File: config.mk
export PLATFORM = sky130hd
export DESIGN_NAME = bus_cycle_seq
export DESIGN_NICKNAME = d
export VERILOG_FILES = /design/src/rtl/bcs_pkg.sv /design/src/rtl/bcs_sequencer.sv /design/src/rtl/bcs_strobes.sv /design/src/rtl/bcs_datapath.sv /design/src/rtl/bus_cycle_seq.sv
export SDC_FILE = /design/constraint.sdc
export NUM_CORES = 1
export LEC_CHECK = 0
export BUFFER_PORTS_ARGS = -buffer_cell sky130_fd_sc_hd__buf_2
export CORE_MARGIN = 2
export CORE_UTILIZATION = 49
export CTS_CLUSTER_SIZE = 8
export DETAILED_ROUTE_END_ITERATION = 10
export PLACE_DENSITY = 0.93
export SLEW_MARGIN = 20
export SYNTH_ARGS = -nofsm -noshare
export SYNTH_HDL_FRONTEND = slang
export SYNTH_SLANG_ARGS = --single-unit
export TNS_END_PERCENT = 50
File: constraint.sdc
create_clock -name clk -period 2.2 [get_ports clk]
set_clock_uncertainty 0.2 [all_clocks]
set_input_delay 0.11 -clock clk [delete_from_list [all_inputs] [get_ports clk]]
set_output_delay 0.11 -clock clk [all_outputs]
set_load 0.01 [all_outputs]
File: src/rtl/bcs_pkg.sv
package bcs_pkg;

   typedef enum logic [1:0] {
      K_MEM_RD = 2'b00,
      K_MEM_WR = 2'b01,
      K_IO_RD  = 2'b10,
      K_IO_WR  = 2'b11
   } kind_t;

   typedef enum logic [3:0] {
      S_IDLE,
      S_T1A,
      S_T1B,
      S_T2A,
      S_T2B,
      S_TWA,
      S_TWB,
      S_T3A,
      S_T3B
   } slot_t;

   function automatic logic kind_is_io(kind_t k);
      return k[1];
   endfunction

   function automatic logic kind_is_wr(kind_t k);
      return k[0];
   endfunction

endpackage

File: src/rtl/bcs_sequencer.sv
module bcs_sequencer
   import bcs_pkg::*;
(
   input  logic       clk,
   input  logic       rst_n,
   input  logic       start,
   input  logic [1:0] kind_in,
   input  logic       wait_n,
   output slot_t      slot,
   output kind_t      kind,
   output logic       capture,
   output logic       finish
);

   slot_t slot_nx;

   // wait_n is only looked at on the last half of T2 (memory) or of a wait state
   always_comb begin
      slot_nx = slot;
      unique case (slot)
         S_IDLE:  slot_nx = start ? S_T1A : S_IDLE;
         S_T1A:   slot_nx = S_T1B;
         S_T1B:   slot_nx = S_T2A;
         S_T2A:   slot_nx = S_T2B;
         S_T2B:   slot_nx = (kind_is_io(kind) || !wait_n) ? S_TWA : S_T3A;
         S_TWA:   slot_nx = S_TWB;
         S_TWB:   slot_nx = wait_n ? S_T3A : S_TWA;
         S_T3A:   slot_nx = S_T3B;
         S_T3B:   slot_nx = S_IDLE;
         default: slot_nx = S_IDLE;
      endcase
   end

   always_ff @(posedge clk) begin
      if (!rst_n) begin
         slot <= S_IDLE;
         kind <= K_MEM_RD;
      end else begin
         slot <= slot_nx;
         if (slot == S_IDLE && start)
            kind <= kind_t'(kind_in);
      end
   end

   assign capture = (slot == S_T3A);
   assign finish  = (slot == S_T3B);

endmodule

File: src/rtl/bcs_strobes.sv
module bcs_strobes
   import bcs_pkg::*;
(
   input  slot_t slot,
   input  kind_t kind,
   output logic  mreq_n,
   output logic  iorq_n,
   output logic  rd_n,
   output logic  wr_n,
   output logic  dout_oe
);

   logic win_mem;   // T1B .. T3A
   logic win_io;    // T2A .. T3A
   logic win_data;  // T1B .. T3B
   logic is_io;
   logic is_wr;

   always_comb begin
      win_mem  = slot inside {S_T1B, S_T2A, S_T2B, S_TWA, S_TWB, S_T3A};
      win_io   = slot inside {S_T2A, S_T2B, S_TWA, S_TWB, S_T3A};
      win_data = win_mem || (slot == S_T3B);
      is_io    = kind_is_io(kind);
      is_wr    = kind_is_wr(kind);
   end

   assign mreq_n  = !(!is_io && win_mem);
   assign iorq_n  = !( is_io && win_io);
   assign rd_n    = !(!is_wr && (is_io ? win_io : win_mem));
   assign wr_n    = !( is_wr && win_io);
   assign dout_oe = is_wr && win_data;

endmodule

File: src/rtl/bcs_datapath.sv
module bcs_datapath #(
   parameter int ADDR_W = 16,
   parameter int DATA_W = 8
) (
   input  logic              clk,
   input  logic              rst_n,
   input  logic              load,
   input  logic [ADDR_W-1:0] addr_in,
   input  logic [DATA_W-1:0] wdata_in,
   input  logic              capture,
   input  logic              finish,
   input  logic [DATA_W-1:0] din,
   output logic [ADDR_W-1:0] addr,
   output logic [DATA_W-1:0] dout,
   output logic [DATA_W-1:0] rdata,
   output logic              done
);

   always_ff @(posedge clk) begin
      if (!rst_n) begin
         addr  <= '0;
         dout  <= '0;
         rdata <= '0;
         done  <= 1'b0;
      end else begin
         if (load) begin
            addr <= addr_in;
            dout <= wdata_in;
         end
         if (capture)
            rdata <= din;
         done <= finish;
      end
   end

endmodule

File: src/rtl/bus_cycle_seq.sv
module bus_cycle_seq
   import bcs_pkg::*;
#(
   parameter int ADDR_W = 16,
   parameter int DATA_W = 8
) (
   input  logic              clk,
   input  logic              rst_n,
   input  logic              req_valid,
   input  logic [1:0]        req_kind,
   input  logic [ADDR_W-1:0] req_addr,
   input  logic [DATA_W-1:0] req_wdata,
   output logic              idle,
   output logic              done,
   output logic [DATA_W-1:0] rdata,
   output logic [ADDR_W-1:0] addr,
   output logic [DATA_W-1:0] dout,
   output logic              dout_oe,
   input  logic [DATA_W-1:0] din,
   output logic              mreq_n,
   output logic              iorq_n,
   output logic              rd_n,
   output logic              wr_n,
   input  logic              wait_n
);

   if (ADDR_W < 1 || ADDR_W > 32) begin : g_bad_addr_w
      $error("bus_cycle_seq: ADDR_W must be within 1..32");
   end
   if (DATA_W < 1 || DATA_W > 64) begin : g_bad_data_w
      $error("bus_cycle_seq: DATA_W must be within 1..64");
   end

   slot_t slot;
   kind_t kind;
   logic  start;
   logic  capture;
   logic  finish;

   assign idle  = (slot == S_IDLE);
   assign start = req_valid && idle;

   bcs_sequencer u_seq (
      .clk     (clk),
      .rst_n   (rst_n),
      .start   (start),
      .kind_in (req_kind),
      .wait_n  (wait_n),
      .slot    (slot),
      .kind    (kind),
      .capture (capture),
      .finish  (finish)
   );

   bcs_strobes u_strb (
      .slot    (slot),
      .kind    (kind),
      .mreq_n  (mreq_n),
      .iorq_n  (iorq_n),
      .rd_n    (rd_n),
      .wr_n    (wr_n),
      .dout_oe (dout_oe)
   );

   bcs_datapath #(
      .ADDR_W (ADDR_W),
      .DATA_W (DATA_W)
   ) u_dp (
      .clk      (clk),
      .rst_n    (rst_n),
      .load     (start),
      .addr_in  (req_addr),
      .wdata_in (req_wdata),
      .capture  (capture),
      .finish   (finish),
      .din      (din),
      .addr     (addr),
      .dout     (dout),
      .rdata    (rdata),
      .done     (done)
   );

endmodule

Word-level counts from Yosys, hierarchy flattened
Cells that the tools add are included.
- register bits after elaboration: 39
- equal/unequal tests: 8
- multiplexer cells: 5
- reductions and logical operators: 19
- operator list (operator ; number):
    $pmux W4 S8 ; 1
    $eq A4 B3 Y1 const B ; 4
    $eq A4 B2 Y1 const B ; 2
    $logic_and A1 B1 Y1 ; 7
    $logic_not A1 Y1 ; 7
    $reduce_bool A6 Y1 ; 1
    $reduce_bool A5 Y1 ; 1
    $eq A4 B1 Y1 const B ; 1
    $eq A4 B4 Y1 const B ; 1
    $logic_not A4 Y1 ; 1
    $mux W2 ; 2
    $logic_or A1 B1 Y1 ; 2
    $mux W1 ; 2

Longest topological paths before layout
- depth after elaboration: 5
- depth in mapped cells: 6

Modules after synthesis
A second synthesis with hierarchy kept.
- cells, all modules: 149
- area total of the unflattened synthesis: 1607.8 um^2
- modules (own cells, without submodules) (module ; times used ; cells an instance ; area an instance (um^2) ; sequential area each (um^2)):
    bcs_datapath ; 1 ; 105 ; 1257.5 ; 660.6
    bcs_sequencer ; 1 ; 30 ; 267.8 ; 120.1
    bcs_strobes ; 1 ; 12 ; 63.8 ; 0.0
    bus_cycle_seq ; 1 ; 2 ; 18.8 ; 0.0

Worst setup path before layout
Ideal clock, no wire load.
- kind: register to register
- start point: register u_seq.slot[3]
- end point: register u_dp.addr[0]
- data arrival time: 1.300 ns
- setup slack: 0.628 ns
- cell stages (with the launch flop): 7
- path buffers: 3
- cells stage by stage: dfxtp_1 -> buf_6 -> nor4_4 -> and2_4 -> buf_12 -> buf_12 -> mux2i_1
- longest elaborated chain between the ends: 2
- RTL lines (item ; line ; source):
    start: declaration ; bcs_sequencer.sv:9 ; output slot_t slot,
    start signal: assignment ; bcs_sequencer.sv:39 ; slot <= slot_nx;
    $logic_not A4 Y1 ; bus_cycle_seq.sv:40 ; assign idle = (slot == S_IDLE);
    via idle ; bus_cycle_seq.sv:13 ; output logic idle,
    $logic_and A1 B1 Y1 ; bus_cycle_seq.sv:41 ; assign start = req_valid && idle;
    end signal: assignment ; bcs_datapath.sv:27 ; addr <= addr_in;
    end: declaration ; bcs_datapath.sv:13 ; output logic [ADDR_W-1:0] addr,
The timed path passes the listed nets, and every way through them passes these cells.
A chain may end at the register's enable or synchronous reset.

Final worst setup path
- start point: register u_seq.slot[0]
- end point: output port rd_n
- longest elaborated chain between the ends: 5
- elaborated cells between the ends (all ways): 11
- classes of those cells: eq/ne: 6; mux: 1; reduce/logical: 4
- RTL lines (item ; line ; source):
    $eq A4 B2 Y1, or another cell as far along ; bcs_strobes.sv:20 ; win_mem = slot inside {S_T1B, S_T2A, S_T2B, S_TWA, S_TWB, S_T3A};
    $reduce_bool A6 Y1 / $reduce_bool A5 Y1 (equally long branches) ; bcs_strobes.sv:20, bcs_strobes.sv:21 ;
    $mux W1 * ; bcs_strobes.sv:29 ; assign rd_n = !(!is_wr && (is_io ? win_io : win_mem));
    $logic_and A1 B1 Y1 * ; bcs_strobes.sv:29 ;
    $logic_not A1 Y1 * ; bcs_strobes.sv:29 ;
    end: declaration ; bus_cycle_seq.sv:22 ; output logic rd_n,
Mark *: on every way between the ends. The rest lies on a longest branch, timed or not.

==> impl_results.md <==
- Vias in the first global route: 1626
- Setup Viol. Count Final: 0
- Layout Utilization: 73.8%
- CTS tree: yes
- Core Region: 3310 µm²
- Worst-path clk slew: 0.11 ns
- Via/cell ratio: 4.74
- Clock tree buffer depth: 2
- Clk_lat worst skew: 0.34 ns
- Worst Max-Slew Pin Slew: 0.445 ns
- CTS Buf Count: 5
- DR iter-0 viols: 57
- Total clock sinks: 39
- Synthesis-stage register bit count: 39
- Commonest non-fill, non-tap cell in the layout: buf_2
- Initial Util: 50.3%
- Worst slew margin: 70.3%
- Place WS: 0.457 ns
- IO Pins: 77
- Die Y-Extent: 62.3 µm
- Power Dens Cells: 622 nW/µm²
- Critical path's largest stage delay: 0.56 ns
- GRT Overall Usage: 22.9%
- Largest net degree at the start of global routing: 33
- Antenna-violating nets left: 0
- Synthesized net count: 223
- Part of the cycle the worst path needs: 85.3%
- Syn Area/Cell: 9.01 µm²
- Antenna cells: 0
- Antenna violations before repair: 0
- Root Buffer: clkbuf_4
- Routed wire per std cell: 12.4 µm
- Met2 WL: 2200 µm
- Status: finished clean
- Pleak: 1.16 nW
- Crit path required time: 1.89 ns
- Synth unique cells: 26
- Tmin final: 1.88 ns
- Top Metal Used: met4
- Number of cells produced by synthesis: 185
- Fraction of layout cells with a size suffix above 1: 29.8%
- First-pass GRT wire length: 7020 µm
- Finished Layout Cells: 338
- RSZ-0062 raised after global routing: false
- Final hold vios: 0
- FP Rows: 21
- Max frequency: 533 MHz
- Crit path kind: flip-flop to output port
- Crit-path cells: nand2b_1 > a21oi_1 > or3_1 > buf_2
- Most frequent cells in the layout: 76 x buf_2, 71 x nand2_1, 39 x dfxtp_1, 36 x dlygate4sd3_1, 26 x mux2i_1
- Post-Synthesis Cell Area: 1670 µm²
- Slew Viols, Final: 0
- Met1 wire length: 1620 µm
- CP Max Fanout: 11
- Placer congestion estimate: 0.697
- Max-cap violations: 0
- Worst path arrival time: 1.57 ns
- PnR worst setup slack: 0.324 ns
- Routed wire length: 4180 µm
- Max VDD drop: 0.399 mV
- Drt first pass iters: 4
- Overflow after GRT: 0
- Slowest stage cell, crit path: dfxtp_1
- Worst min-delay path class: input port to flip-flop
- Setup crit start kind: flip-flop
- Met3 wire len: 275 µm
- P&R area growth vs syn: 46.6%
- Sequential fraction of the synthesis area: 46.8%
- Die area: 3880 µm²
- # H-tree levels: 2
- Post-route DRC: 0
- Die W: 62.3 µm
- Cell family with the largest share of critical-path delay: flip-flops
- Placed insts: 294
- Input/output buffers: 76
- Critical Path Sink Type: output port
- Nets: 329
- Total number of vias: 1603
- Post-Route Setup TNS: 0 ns
- HPWL after DPL: 2350 µm
- CP bufs+invs: 1
- Synth warnings: 0
==> kinds of logic after synthesis <==
family,count (synthesis),synth area share [%]
muxes,26,15.6
AOI/OAI and AO/OA,13,5.63
and+or+nand+nor,90,24.1
xor gates and xnor gates,1,0.526
DFF,39,46.8
buffers and inverters,16,7.28
==> layout make-up <==
cell class	count	area, µm²
inverter	1	3.75
clock buffer	8	68.8
sequential	39	781
multi-input combinational	130	764
tap	46	57.6
fill	241	867
timing repair buffer	114	768
==> flip-flops by register name, indices dropped and copies added (netlist names) <==
signal and flops:
u_dp.dout 8, u_dp.rdata 8, u_dp.done 1, u_dp.addr 16
u_seq.kind 2, u_seq.slot 4
==> power breakdown <==
part	switching, mW	internal [mW]
Combinational	0.145	0.173
Sequential	0.0392	0.754
Clock	0.219	0.188
==> through the flow <==
step,hold slack (ns),area [µm²],power (mW)
6_report,0.00907,2440,1.52
5_1_grt,0.0181,2440,1.61
4_1_cts,0.00129,2440,1.53
3_5_place_dp,0.157,2010,1.07
3_3_place_gp,0.156,2010,1.07
2_1_floorplan,0.0448,1670,1.00
==> synthesized netlist by cell type, drive strengths merged <==
master | number | share of area (%)
nor2 | 5 | 1.1
nor4 | 1 | 1.3
nor4b | 1 | 0.53
xor2 | 1 | 0.53
nand2b | 2 | 0.75
a21o | 1 | 0.45
nor3 | 2 | 0.60
and4b | 2 | 1.2
and2 | 2 | 0.90
buf | 8 | 5.5
a221oi | 1 | 0.53
mux2i | 26 | 16
nand2 | 71 | 16
a21boi | 8 | 3.6
inv | 1 | 0.23
nand3b | 1 | 0.45
nand4b | 1 | 0.53
o21a | 1 | 0.45
a21oi | 2 | 0.60
or3 | 2 | 0.75
dfxtp | 39 | 47
clkbuf | 7 | 1.6
==> path summary, 6_finish.rpt <==
path                        end  slack [ns]           from  depth (start not counted)
setup reg to reg   u_dp.addr[1]        0.42  u_seq.slot[1]                          3
hold / removal     u_dp.addr[3]       0.009          rst_n                          3
setup / recovery           rd_n        0.32  u_seq.slot[0]                          4
hold reg to reg   u_dp.rdata[3]        0.26  u_dp.rdata[3]                          2
==> routing by layer <==
layer	track usage [%]	vias up
met3	7.25	10
met1	22.8	714
li1	-	815
met4	9.17	0
met5	0	-
met2	43.9	64
==> worst min-delay path: stages <==
cell	delay [ns]
buf_2	0.23
nand2_1	0.11
mux2i_1	0.05
==> what timing repair did <==
action | CTS | global route
buffers inserted | 0 | 0
resized for setup | 0 | 0
endpoints found under the hold margin | 36 | 0
hold buffers | 36 | 0
Note: power is estimated with default switching activity, not from simulation.
